**src/rtl/ccd_tg_pkg.sv**
```systemverilog
package ccd_tg_pkg;

    localparam int CNT_W = 16;

    typedef logic [CNT_W-1:0] cnt_t;

    typedef enum logic [2:0] {
        ST_IDLE  = 3'd0,
        ST_LEAD  = 3'd1,
        ST_GATE  = 3'd2,
        ST_TRAIL = 3'd3,
        ST_XFER  = 3'd4
    } seq_state_t;

    typedef struct packed {
        cnt_t pix_period;
        cnt_t line_cycles;
        cnt_t gate_lead;
        cnt_t gate_width;
        cnt_t gate_trail;
        cnt_t rs_delay;
        cnt_t rs_width;
        cnt_t smp_delay;
    } timing_cfg_t;

    function automatic cnt_t at_least(cnt_t value, cnt_t floor_v);
        return (value < floor_v) ? floor_v : value;
    endfunction

    function automatic cnt_t inc_sat(cnt_t value);
        return (value == '1) ? value : value + cnt_t'(1);
    endfunction

endpackage

```
**src/rtl/ccd_cfg_latch.sv**
```systemverilog
module ccd_cfg_latch
    import ccd_tg_pkg::*;
#(
    parameter int PIX_MIN   = 34,
    parameter int LINE_MIN  = 2770,
    parameter int LEAD_MIN  = 5,
    parameter int GATE_MIN  = 80,
    parameter int TRAIL_MIN = 80,
    parameter int RSD_MIN   = 8,
    parameter int RSW_MIN   = 5
) (
    input  logic        clk,
    input  logic        rst,
    input  logic        load,
    input  timing_cfg_t raw,
    output timing_cfg_t cfg
);

    timing_cfg_t limited;

    always_comb begin
        limited.pix_period  = at_least(raw.pix_period,  cnt_t'(PIX_MIN));
        limited.line_cycles = at_least(raw.line_cycles, cnt_t'(LINE_MIN));
        limited.gate_lead   = at_least(raw.gate_lead,   cnt_t'(LEAD_MIN));
        limited.gate_width  = at_least(raw.gate_width,  cnt_t'(GATE_MIN));
        limited.gate_trail  = at_least(raw.gate_trail,  cnt_t'(TRAIL_MIN));
        limited.rs_delay    = at_least(raw.rs_delay,    cnt_t'(RSD_MIN));
        limited.rs_width    = at_least(raw.rs_width,    cnt_t'(RSW_MIN));
        limited.smp_delay   = raw.smp_delay;
    end

    always_ff @(posedge clk) begin
        if (rst) begin
            cfg.pix_period  <= cnt_t'(PIX_MIN);
            cfg.line_cycles <= cnt_t'(LINE_MIN);
            cfg.gate_lead   <= cnt_t'(LEAD_MIN);
            cfg.gate_width  <= cnt_t'(GATE_MIN);
            cfg.gate_trail  <= cnt_t'(TRAIL_MIN);
            cfg.rs_delay    <= cnt_t'(RSD_MIN);
            cfg.rs_width    <= cnt_t'(RSW_MIN);
            cfg.smp_delay   <= '0;
        end else if (load) begin
            cfg <= limited;
        end
    end

    AST_CFG_HOLD: assert property (@(posedge clk) disable iff (rst)
        !load |=> $stable(cfg));
    AST_PIX_FLOOR: assert property (@(posedge clk) disable iff (rst)
        cfg.pix_period >= cnt_t'(PIX_MIN));
    AST_GATE_FLOOR: assert property (@(posedge clk) disable iff (rst)
        cfg.gate_width >= cnt_t'(GATE_MIN) && cfg.gate_trail >= cnt_t'(TRAIL_MIN));

endmodule

```
**src/rtl/ccd_line_seq.sv**
```systemverilog
module ccd_line_seq
    import ccd_tg_pkg::*;
(
    input  logic       clk,
    input  logic       rst,
    input  logic       en,
    input  cnt_t       pix_period,
    input  cnt_t       line_cycles,
    input  cnt_t       gate_lead,
    input  cnt_t       gate_width,
    input  cnt_t       gate_trail,
    output seq_state_t state,
    output cnt_t       pix_k,
    output logic       load,
    output logic       first_trail
);

    cnt_t seg_cnt;
    cnt_t pix_n;
    logic pix_last;
    logic line_last;
    logic seg_last;

    always_comb begin
        pix_last  = (pix_k == pix_period - cnt_t'(1));
        line_last = (pix_n == line_cycles - cnt_t'(1));
        unique case (state)
            ST_LEAD:  seg_last = (seg_cnt == gate_lead  - cnt_t'(1));
            ST_GATE:  seg_last = (seg_cnt == gate_width - cnt_t'(1));
            ST_TRAIL: seg_last = (seg_cnt == gate_trail - cnt_t'(1));
            default:  seg_last = 1'b0;
        endcase
        load = en && ((state == ST_IDLE) ||
                      (state == ST_XFER && pix_last && line_last));
        first_trail = (state == ST_TRAIL) && (seg_cnt == '0);
    end

    always_ff @(posedge clk) begin
        if (rst) begin
            state   <= ST_IDLE;
            seg_cnt <= '0;
            pix_k   <= '0;
            pix_n   <= '0;
        end else begin
            unique case (state)
                ST_IDLE: begin
                    if (en) begin
                        state   <= ST_LEAD;
                        seg_cnt <= '0;
                    end
                end
                ST_LEAD: begin
                    if (seg_last) begin
                        state   <= ST_GATE;
                        seg_cnt <= '0;
                    end else begin
                        seg_cnt <= seg_cnt + cnt_t'(1);
                    end
                end
                ST_GATE: begin
                    if (seg_last) begin
                        state   <= ST_TRAIL;
                        seg_cnt <= '0;
                    end else begin
                        seg_cnt <= seg_cnt + cnt_t'(1);
                    end
                end
                ST_TRAIL: begin
                    if (seg_last) begin
                        state <= ST_XFER;
                        pix_k <= '0;
                        pix_n <= '0;
                    end else begin
                        seg_cnt <= seg_cnt + cnt_t'(1);
                    end
                end
                ST_XFER: begin
                    if (pix_last) begin
                        pix_k <= '0;
                        if (line_last) begin
                            state   <= en ? ST_LEAD : ST_IDLE;
                            seg_cnt <= '0;
                            pix_n   <= '0;
                        end else begin
                            pix_n <= pix_n + cnt_t'(1);
                        end
                    end else begin
                        pix_k <= pix_k + cnt_t'(1);
                    end
                end
                default: state <= ST_IDLE;
            endcase
        end
    end

    AST_PIX_IN_RANGE: assert property (@(posedge clk) disable iff (rst)
        state == ST_XFER |-> pix_k < pix_period);
    AST_LINE_IN_RANGE: assert property (@(posedge clk) disable iff (rst)
        state == ST_XFER |-> pix_n < line_cycles);
    AST_IDLE_NEEDS_DROP: assert property (@(posedge clk) disable iff (rst)
        (state == ST_XFER && load) |=> state == ST_LEAD);

endmodule

```
**src/rtl/ccd_pix_decode.sv**
```systemverilog
module ccd_pix_decode
    import ccd_tg_pkg::*;
#(
    parameter int NUM_CH = 3
) (
    input  logic              clk,
    input  logic              rst,
    input  seq_state_t        state,
    input  cnt_t              pix_k,
    input  logic              first_trail,
    input  cnt_t              pix_period,
    input  cnt_t              rs_delay,
    input  cnt_t              rs_width,
    input  cnt_t              smp_delay,
    output logic [NUM_CH-1:0] gate_q,
    output logic              phi1_q,
    output logic              phi2_q,
    output logic              rs_q,
    output logic              smp_q,
    output logic              ls_q,
    output logic              busy_q
);

    localparam int RS_W  = CNT_W + 1;
    localparam int SMP_W = CNT_W + 2;

    logic             in_xfer;
    cnt_t             half;
    logic [RS_W-1:0]  rs_end;
    logic [SMP_W-1:0] smp_at;
    logic             n_gate, n_phi1, n_phi2, n_rs, n_smp;

    always_comb begin
        in_xfer = (state == ST_XFER);
        half    = pix_period >> 1;
        rs_end  = {1'b0, rs_delay} + {1'b0, rs_width};
        smp_at  = {1'b0, rs_end} + {2'b00, smp_delay};
        n_gate  = (state == ST_GATE);
        n_phi1  = !in_xfer || (pix_k >= half);
        n_phi2  = in_xfer && (pix_k < half);
        n_rs    = in_xfer && (pix_k >= rs_delay) && ({1'b0, pix_k} < rs_end);
        n_smp   = in_xfer && ({2'b00, pix_k} == smp_at);
    end

    for (genvar ch = 0; ch < NUM_CH; ch++) begin : g_gate
        always_ff @(posedge clk) begin
            if (rst) gate_q[ch] <= 1'b0;
            else     gate_q[ch] <= n_gate;
        end
    end

    always_ff @(posedge clk) begin
        if (rst) begin
            phi1_q <= 1'b1;
            phi2_q <= 1'b0;
            rs_q   <= 1'b0;
            smp_q  <= 1'b0;
            ls_q   <= 1'b0;
            busy_q <= 1'b0;
        end else begin
            phi1_q <= n_phi1;
            phi2_q <= n_phi2;
            rs_q   <= n_rs;
            smp_q  <= n_smp;
            ls_q   <= first_trail;
            busy_q <= in_xfer;
        end
    end

    AST_PHASE_EXCL: assert property (@(posedge clk) disable iff (rst)
        phi1_q != phi2_q);
    AST_GATE_FREEZE: assert property (@(posedge clk) disable iff (rst)
        gate_q[0] |-> phi1_q && !phi2_q && !busy_q);
    AST_RS_IN_XFER: assert property (@(posedge clk) disable iff (rst)
        rs_q |-> busy_q);
    AST_SMP_AFTER_RS: assert property (@(posedge clk) disable iff (rst)
        smp_q |-> busy_q && !rs_q);
    AST_LS_AT_FALL: assert property (@(posedge clk) disable iff (rst)
        ls_q |-> $past(gate_q[0]) && !gate_q[0]);

endmodule

```
**src/rtl/ccd_clock_gen.sv**
```systemverilog
module ccd_clock_gen
    import ccd_tg_pkg::*;
#(
    parameter int NUM_CH       = 3,
    parameter int PIX_MIN      = 34,
    parameter int LINE_MIN_CYC = 2770,
    parameter int LEAD_MIN     = 5,
    parameter int GATE_MIN     = 80,
    parameter int TRAIL_MIN    = 80,
    parameter int RSD_MIN      = 8,
    parameter int RSW_MIN      = 5
) (
    input  logic              clk,
    input  logic              rst,
    input  logic              en,
    input  logic [CNT_W-1:0]  cfg_pix_period,
    input  logic [CNT_W-1:0]  cfg_line_cycles,
    input  logic [CNT_W-1:0]  cfg_gate_lead,
    input  logic [CNT_W-1:0]  cfg_gate_width,
    input  logic [CNT_W-1:0]  cfg_gate_trail,
    input  logic [CNT_W-1:0]  cfg_rs_delay,
    input  logic [CNT_W-1:0]  cfg_rs_width,
    input  logic [CNT_W-1:0]  cfg_smp_delay,
    output logic [NUM_CH-1:0] gate_out,
    output logic              phi1,
    output logic              phi2,
    output logic              phi_rs,
    output logic              adc_sample,
    output logic              line_start,
    output logic              busy
);

    timing_cfg_t raw_cfg;
    timing_cfg_t cfg;
    seq_state_t  state;
    cnt_t        pix_k;
    logic        load;
    logic        first_trail;

    always_comb begin
        raw_cfg.pix_period  = cfg_pix_period;
        raw_cfg.line_cycles = cfg_line_cycles;
        raw_cfg.gate_lead   = cfg_gate_lead;
        raw_cfg.gate_width  = cfg_gate_width;
        raw_cfg.gate_trail  = cfg_gate_trail;
        raw_cfg.rs_delay    = cfg_rs_delay;
        raw_cfg.rs_width    = cfg_rs_width;
        raw_cfg.smp_delay   = cfg_smp_delay;
    end

    ccd_cfg_latch #(
        .PIX_MIN  (PIX_MIN),
        .LINE_MIN (LINE_MIN_CYC),
        .LEAD_MIN (LEAD_MIN),
        .GATE_MIN (GATE_MIN),
        .TRAIL_MIN(TRAIL_MIN),
        .RSD_MIN  (RSD_MIN),
        .RSW_MIN  (RSW_MIN)
    ) u_cfg (
        .clk (clk),
        .rst (rst),
        .load(load),
        .raw (raw_cfg),
        .cfg (cfg)
    );

    ccd_line_seq u_seq (
        .clk        (clk),
        .rst        (rst),
        .en         (en),
        .pix_period (cfg.pix_period),
        .line_cycles(cfg.line_cycles),
        .gate_lead  (cfg.gate_lead),
        .gate_width (cfg.gate_width),
        .gate_trail (cfg.gate_trail),
        .state      (state),
        .pix_k      (pix_k),
        .load       (load),
        .first_trail(first_trail)
    );

    ccd_pix_decode #(
        .NUM_CH(NUM_CH)
    ) u_dec (
        .clk        (clk),
        .rst        (rst),
        .state      (state),
        .pix_k      (pix_k),
        .first_trail(first_trail),
        .pix_period (cfg.pix_period),
        .rs_delay   (cfg.rs_delay),
        .rs_width   (cfg.rs_width),
        .smp_delay  (cfg.smp_delay),
        .gate_q     (gate_out),
        .phi1_q     (phi1),
        .phi2_q     (phi2),
        .rs_q       (phi_rs),
        .smp_q      (adc_sample),
        .ls_q       (line_start),
        .busy_q     (busy)
    );

    // Window counters that watch the pins, for the width and count properties
    logic gate_d;
    logic phi1_d;
    logic line_seen;
    cnt_t gate_len;
    cnt_t xfer_falls;

    always_ff @(posedge clk) begin
        if (rst) begin
            gate_d     <= 1'b0;
            phi1_d     <= 1'b1;
            line_seen  <= 1'b0;
            gate_len   <= '0;
            xfer_falls <= '0;
        end else begin
            gate_d   <= gate_out[0];
            phi1_d   <= phi1;
            gate_len <= gate_out[0] ? inc_sat(gate_len) : '0;
            if (gate_out[0] && !gate_d) begin
                xfer_falls <= '0;
                line_seen  <= 1'b1;
            end else if (phi1_d && !phi1) begin
                xfer_falls <= inc_sat(xfer_falls);
            end
        end
    end

    AST_GATE_MIN_WIDTH: assert property (@(posedge clk) disable iff (rst)
        (gate_d && !gate_out[0]) |-> gate_len >= cnt_t'(GATE_MIN));
    AST_LINE_MIN_CYC: assert property (@(posedge clk) disable iff (rst)
        (gate_out[0] && !gate_d && line_seen) |-> xfer_falls >= cnt_t'(LINE_MIN_CYC));
    AST_GATES_MATCH: assert property (@(posedge clk) disable iff (rst)
        gate_out == {NUM_CH{gate_out[0]}});
    AST_BUSY_NO_GATE: assert property (@(posedge clk) disable iff (rst)
        busy |-> gate_out == '0);

endmodule

```
**config.mk**
```make
export PLATFORM = sky130hd
export DESIGN_NAME = ccd_clock_gen
export DESIGN_NICKNAME = d
export VERILOG_FILES = /design/src/rtl/ccd_tg_pkg.sv /design/src/rtl/ccd_cfg_latch.sv /design/src/rtl/ccd_line_seq.sv /design/src/rtl/ccd_pix_decode.sv /design/src/rtl/ccd_clock_gen.sv
export SDC_FILE = /design/constraint.sdc
export NUM_CORES = 1
export LEC_CHECK = 0
export ABC_AREA = 1
export BUFFER_PORTS_ARGS = -buffer_cell sky130_fd_sc_hd__buf_2
export CORE_UTILIZATION = 45
export DETAILED_ROUTE_END_ITERATION = 8
export GPL_TIMING_DRIVEN = 0
export PLACE_DENSITY = 0.64
export SYNTH_ARGS = -nofsm -noshare
export SYNTH_HDL_FRONTEND = slang
export SYNTH_SLANG_ARGS = --single-unit
```
**constraint.sdc**
```tcl
create_clock -name clk -period 3.8 [get_ports clk]
set_input_delay 1.14 -clock clk [delete_from_list [all_inputs] [get_ports clk]]
set_output_delay 1.14 -clock clk [all_outputs]
set_load 0.005 [all_outputs]
```
After elaboration in Yosys (flattened, before gate mapping)
Index checks and enable logic that the tools add are counted.
Widths: inputs -> output; s select.

storage, ports and cells
  flip-flop bits (word level) = 186
  bits of input ports = 131
  output and inout bits = 9
  word-level logic and storage cells = 105

operators by class
  add/subtract/negate cells = 10
  order comparisons = 11
  equality and inequality tests = 17
  muxes and demuxes = 28
  reduce and logical (&&, ||, !) cells = 20

operators with widths
  operator               number
  $mux 16                16
  $eq 16x16->1           5
  $sub 16x1->16 const B  5
  $pmux 16 s2            2
  $pmux 16 s4            1
  $add 16x1->16 const B  3
  $lt 16x3->1 const B    2
  $lt 16x7->1 const B    2
  $add 17x16->18         1
  $eq 16x18->1           1
  $mux 3                 6
  $add 16x16->17         1
  $lt 16x17->1           1
  $ge 16x15->1           1
  $ge 16x16->1           1
  $logic_not 16->1       1
  $lt 16x12->1 const B   1
  $lt 16x15->1           1
  $lt 16x4->1 const B    1
  $lt 16x6->1 const B    1
  $pmux 3 s5             1
  $ne 2x2->1 const B     5
  $logic_and 1x1->1      8
  $eq 3x2->1 const B     2
  other kinds (15)       17

Logic depth before layout (Yosys ltp)
  depth after elaboration = 6
  mapped depth = 24

Modules after synthesis
Synthesis repeated with hierarchy kept, for this count alone.

unflattened totals
  cell total of the unflattened synthesis = 2191
  area total of the unflattened synthesis = 14073.5 µm²

by module, submodules not included
  module          instances  cells an instance  area each (µm²)  sequential area each (µm²)
  ccd_line_seq    1          945                5642.9           1021.0
  ccd_cfg_latch   1          667                4931.0           2562.5
  ccd_pix_decode  1          579                3499.6           140.1

Least setup slack after synthesis
OpenSTA, ideal clock, no wires.

  path type = reg-to-reg
  from = reg u_cfg.cfg[32] (netlist name)
  to = reg u_dec.smp_q
  setup time = 0.116 ns
  arrival time = 3.458 ns
  slack = 0.226 ns
  stages on the path, launching flop included = 23
  buffers on the path = 0
  clock period less this slack = 3.574 ns
  cell sequence = dfxtp_1 ha_1 inv_1 fa_1 o21ai_0 a21oi_1 o21bai_1 xor2_1 inv_1 ha_1 a21oi_1 o21a_1 nand2_1 a21boi_0 o21ai_0 a21boi_0 o21ai_0 nand2_1 nand2_1 nand2_1 nand2_1 nand3_1 nor2_1

between the ends
  longest elaborated chain between the ends = 4

ends and longest elaborated chain
  element               line                  RTL
  $add 16x16->17        ccd_pix_decode.sv:36  rs_end = {1'b0, rs_delay} + {1'b0, rs_width};
  $add 17x16->18        ccd_pix_decode.sv:37  smp_at = {1'b0, rs_end} + {2'b00, smp_delay};
  $eq 16x18->1          ccd_pix_decode.sv:42  n_smp = in_xfer && ({2'b00, pix_k} == smp_at);
  $logic_and 1x1->1     ccd_pix_decode.sv:42
  to (signal assigned)  ccd_pix_decode.sv:64  smp_q <= n_smp;
  to (decl)             ccd_pix_decode.sv:19  output logic smp_q,

Every way passes these cells.
A chain may end at the register's enable or synchronous reset.

Worst setup path after layout
  from = reg u_cfg.cfg[32] (netlist name)
  to = reg u_dec.smp_q

between the ends
  longest elaborated chain between the ends = 4

ends and longest elaborated chain
  element            line
  $add 16x16->17     ccd_pix_decode.sv:36
  $add 17x16->18     ccd_pix_decode.sv:37
  $eq 16x18->1       ccd_pix_decode.sv:42
  $logic_and 1x1->1  ccd_pix_decode.sv:42

Every way passes these cells.

==> results.sh <==
export IMPL_outcome="complete, no violations"
export IMPL_clkTransAtPathRegs_ns=0.08
export IMPL_wl_mm=43.3
export IMPL_ys_types=53
export IMPL_ir_drop_uv=403
export IMPL_tightest_slew_ns=0.935
export IMPL_required_ns=4.19
export IMPL_synth_top_area_share_pct=28.6
export IMPL_dr_pass1_iters=6
export IMPL_hold_viol=0
export IMPL_dpl_hpwl_mm=34.0
export IMPL_met1Wirelength_mm=20.7
export IMPL_netlist_area_mm2=0.0130
export IMPL_internal_power_uw=5110
export IMPL_initial_utilization_pct=46.4
export IMPL_seq_area_frac_synth_pct=28.6
export IMPL_critPathKind="reg2reg"
export IMPL_clock_sinks=186
export IMPL_hold_path_class="reg2reg"
export IMPL_areaGrowthSynthToFinish_pct=14.7
export IMPL_switchingPower_uw=4540
export IMPL_cp_common_cell="inv_1"
export IMPL_fin_cells=2510
export IMPL_grt_max_degree=21
export IMPL_p_leak_uw=0.00673
export IMPL_setup_slack_ns=0.166
export IMPL_route_met2_wl_mm=19.0
export IMPL_die_area_mm2=0.0296
export IMPL_cellPowerDensity_mw_per_mm2=646
export IMPL_synth_ff_type="dfxtp_1"
export IMPL_max_freq_mhz=275
export IMPL_die_x_um=172
export IMPL_cp_arrival_ns=4.02
export IMPL_fp_dieH_um=172
export IMPL_vias=13605
export IMPL_cp_slowest_cell="dfxtp_2"
export IMPL_io_pins=140
export IMPL_postSynthCellCount=1959
export IMPL_num_rows=61
export IMPL_start_kind="flip-flop"
export IMPL_ant_nets=0
export IMPL_endpoint_kind="flip-flop"
export IMPL_nets=2344
export IMPL_antennaDiodeCount=0
export IMPL_yosysWarnings=0
export IMPL_port_buffers=138
export IMPL_drcViolationCount=0
export IMPL_p_seq_share_pct=28.2
export IMPL_finalSetupViolCount=0
export IMPL_synth_area_leaders="dfxtp_1 (29%), nand2_1 (10%), ha_1 (8.8%), nor2_1 (7.9%), a21oi_1 (6.5%)"
export IMPL_gp_congestion=0.925
export IMPL_cts_tree="built"
export IMPL_maxSlewHeadroom_pct=37.7
export IMPL_final_max_slew_viol_count=0
export IMPL_pwr_share_comb_pct=51.2
export IMPL_final_area_mm2=0.0149
export IMPL_synth_top_area_cell="dfxtp_1"
export IMPL_wl_met3_mm=2.97
export IMPL_htreeDepth=4
export IMPL_rsz0062_at_grt="yes"
export IMPL_grt_pass1_wl_mm=66.1
export IMPL_clkLatencyLatePin_ns=0.46
export IMPL_swShare_pct=47.0
export IMPL_drtIter0Drc=1134
export IMPL_viasPerCell=5.42
export IMPL_ctsHoldBuffers=0
export IMPL_core_area_mm2=0.0281
export IMPL_fin_skew_ns=0.0142
export IMPL_clkPwrFrac_pct=20.6
export IMPL_drive_gt1_share_pct=12.9
export IMPL_grtUsageTotal_pct=29.5
export IMPL_syn_avg_cell_area_um2=6.65
export IMPL_crit_chain="ha_2 > inv_1 > fa_2 > o21ai_2 > a21oi_1 > o21bai_1 > xor2_1 > inv_1 > ha_4 > nand2_1 > inv_1 > nand4_1 > o211ai_1 > a21boi_1 > o21ai_1 > buf_4 > xor2_1 > nand4_1 > nor2_1 > nand3_1 > nor2_1"
export IMPL_synth_edff_count=0
export IMPL_dp_slack_ns=-0.503
export IMPL_synth_seq_cells=186
export IMPL_fin_crit_sh_pct=95.6
export IMPL_max_stage_delay_ns=0.36
export IMPL_grt_antenna_before_repair=1
export IMPL_dp_cells=2475
export IMPL_cts_buffers=17
export IMPL_wl_per_cell_um=17.2
export IMPL_ys_async_sr_fraction_pct=0
export IMPL_synth_fp_nets=2184
export IMPL_layout_min_cycle_time_ns=3.63
export IMPL_highest_signal_layer="met5"
export IMPL_clock_path_buffers=2
export IMPL_clockRootBuffer="clkbuf_16"
export IMPL_place_area_mm2=0.0142
export IMPL_maxCapViolations=0
export IMPL_fillCellCount=2910
export IMPL_grt_pass1_vias=12089
export IMPL_cp_max_fo=4
export IMPL_grt_ovfl_total=0
## registers in the layout (all words and copies together) (netlist names), 3 cells and up
| name | count |
|---|---|
| u_cfg.cfg | 128 |
| u_seq.pix_k | 16 |
| u_seq.pix_n | 16 |
| u_seq.seg_cnt | 16 |
| u_seq.state | 3 |
## layout make-up
type	instances	area, µm²	share of cell area, %
Sequential cell	186	3730	25.0
Multi-Input combinational cell	1466	8100	54.3
Clock inverter	15	219	1.47
Tap cell	378	473	3.17
Timing Repair Buffer	141	713	4.78
Clock buffer	17	425	2.85
Buffer	80	422	2.82
Inverter	227	852	5.71
## worst max-delay path, delay by kind of cell, from the launching register on
family | cells | cell delay, ns
flip-flops | 1 | 0.36
adder cells (fa/ha/maj) | 3 | 0.84
AND/OR/NAND/NOR | 6 | 0.58
XOR/XNOR | 2 | 0.40
buffers and inverters | 4 | 0.36
AO/OA/AOI/OAI | 6 | 1.03
## synth_stat cells (3+ instances only)
| master | number |
|---|---|
| a2111oi_0 | 3 |
| a211oi_1 | 4 |
| a21boi_0 | 4 |
| a21o_1 | 3 |
| a21oi_1 | 169 |
| a31oi_1 | 5 |
| buf_1 | 4 |
| buf_2 | 17 |
| buf_4 | 16 |
| buf_6 | 5 |
| clkbuf_1 | 38 |
| dfxtp_1 | 186 |
| ha_1 | 92 |
| inv_1 | 217 |
| inv_2 | 9 |
| nand2_1 | 362 |
| nand2_2 | 8 |
| nand3_1 | 155 |
| nand3_2 | 5 |
| nand4_1 | 51 |
| nor2_1 | 273 |
| nor2_2 | 11 |
| nor2_4 | 4 |
| nor3_1 | 27 |
| nor3b_1 | 4 |
| nor4_1 | 13 |
| o211ai_1 | 14 |
| o21ai_0 | 122 |
| o21bai_1 | 6 |
| o31ai_1 | 3 |
| or4_1 | 4 |
| xnor2_1 | 34 |
| xor2_1 | 63 |
## cells in the final DEF, fill, tap and decap left out, drive strengths merged, types with 3 or more instances in the layout
master     n
nand2    372
xor2      63
nand3    161
clkinv     5
clkbuf    54
dfxtp    186
a21oi    170
nand4     52
ha        92
nor3b      4
o21bai     6
buf      184
a211oi     5
o211ai    14
nor3      27
a21boi     4
a2111oi    3
a21o       3
o21ai    123
nor2     288
nor4      13
or4        4
inv      235
o31ai      3
a31oi      5
xnor2     34
## worst paths after layout
check | startpoint | endpoint | slack (ns) | cells past startpoint
max | u_cfg.cfg[32] | u_dec.smp_q | 0.17 | 21
min | u_cfg.cfg[85] | u_cfg.cfg[85] | 0.47 | 2
max reg2reg | u_cfg.cfg[32] | u_dec.smp_q | 0.17 | 21
min reg2reg | u_cfg.cfg[85] | u_cfg.cfg[85] | 0.47 | 2
## repair_timing
action | CTS | global route
buffers inserted | 1 | 2
pin swaps | 1 | 6
resized for setup | 11 | 23
endpoints found under the setup margin | 2 | 25
## power groups by stage
stage,sequential [µW],clock (µW),combinational [µW]
floorplan,2610,0,3580
global placement,2740,0,4670
detailed placement,2750,0,4750
CTS,2700,1990,4810
global route,2750,2070,5550
finish,2720,1990,4940
## logic make-up (layout without fill, tap and decap cells)
logic type / count (synthesis) / after routing / share of synthesized area (%)
adders and majority gates: 94 / 94 / 9.15
DFF: 186 / 186 / 28.6
AOI/OAI and AO/OA: 346 / 346 / 14.4
xor gates and xnor gates: 99 / 99 / 6.87
buffers and inverters: 307 / 480 / 9.76
and+or+nand+nor: 927 / 927 / 31.2
## through the flow
step                      total power (µW)  utilization (%)  setup TNS, ns  hold slack (ns)
after global routing                 10400             53.2        -0.0143            0.495
after floorplan                       6190                -              0            0.425
after CTS                             9510             52.9              0            0.468
after global placement                7410             50.5         -0.472            0.452
after detailed placement              7500             50.5         -0.503            0.453
final                                 9650             53.2              0            0.472
## metal layers
metal	up-vias	global-route usage (%)
met5	-	0
met4	2	6.96
met3	49	5.04
met2	438	45.8
met1	6316	42.2
li1	6800	-
Note: power is estimated with default switching activity, not from simulation.
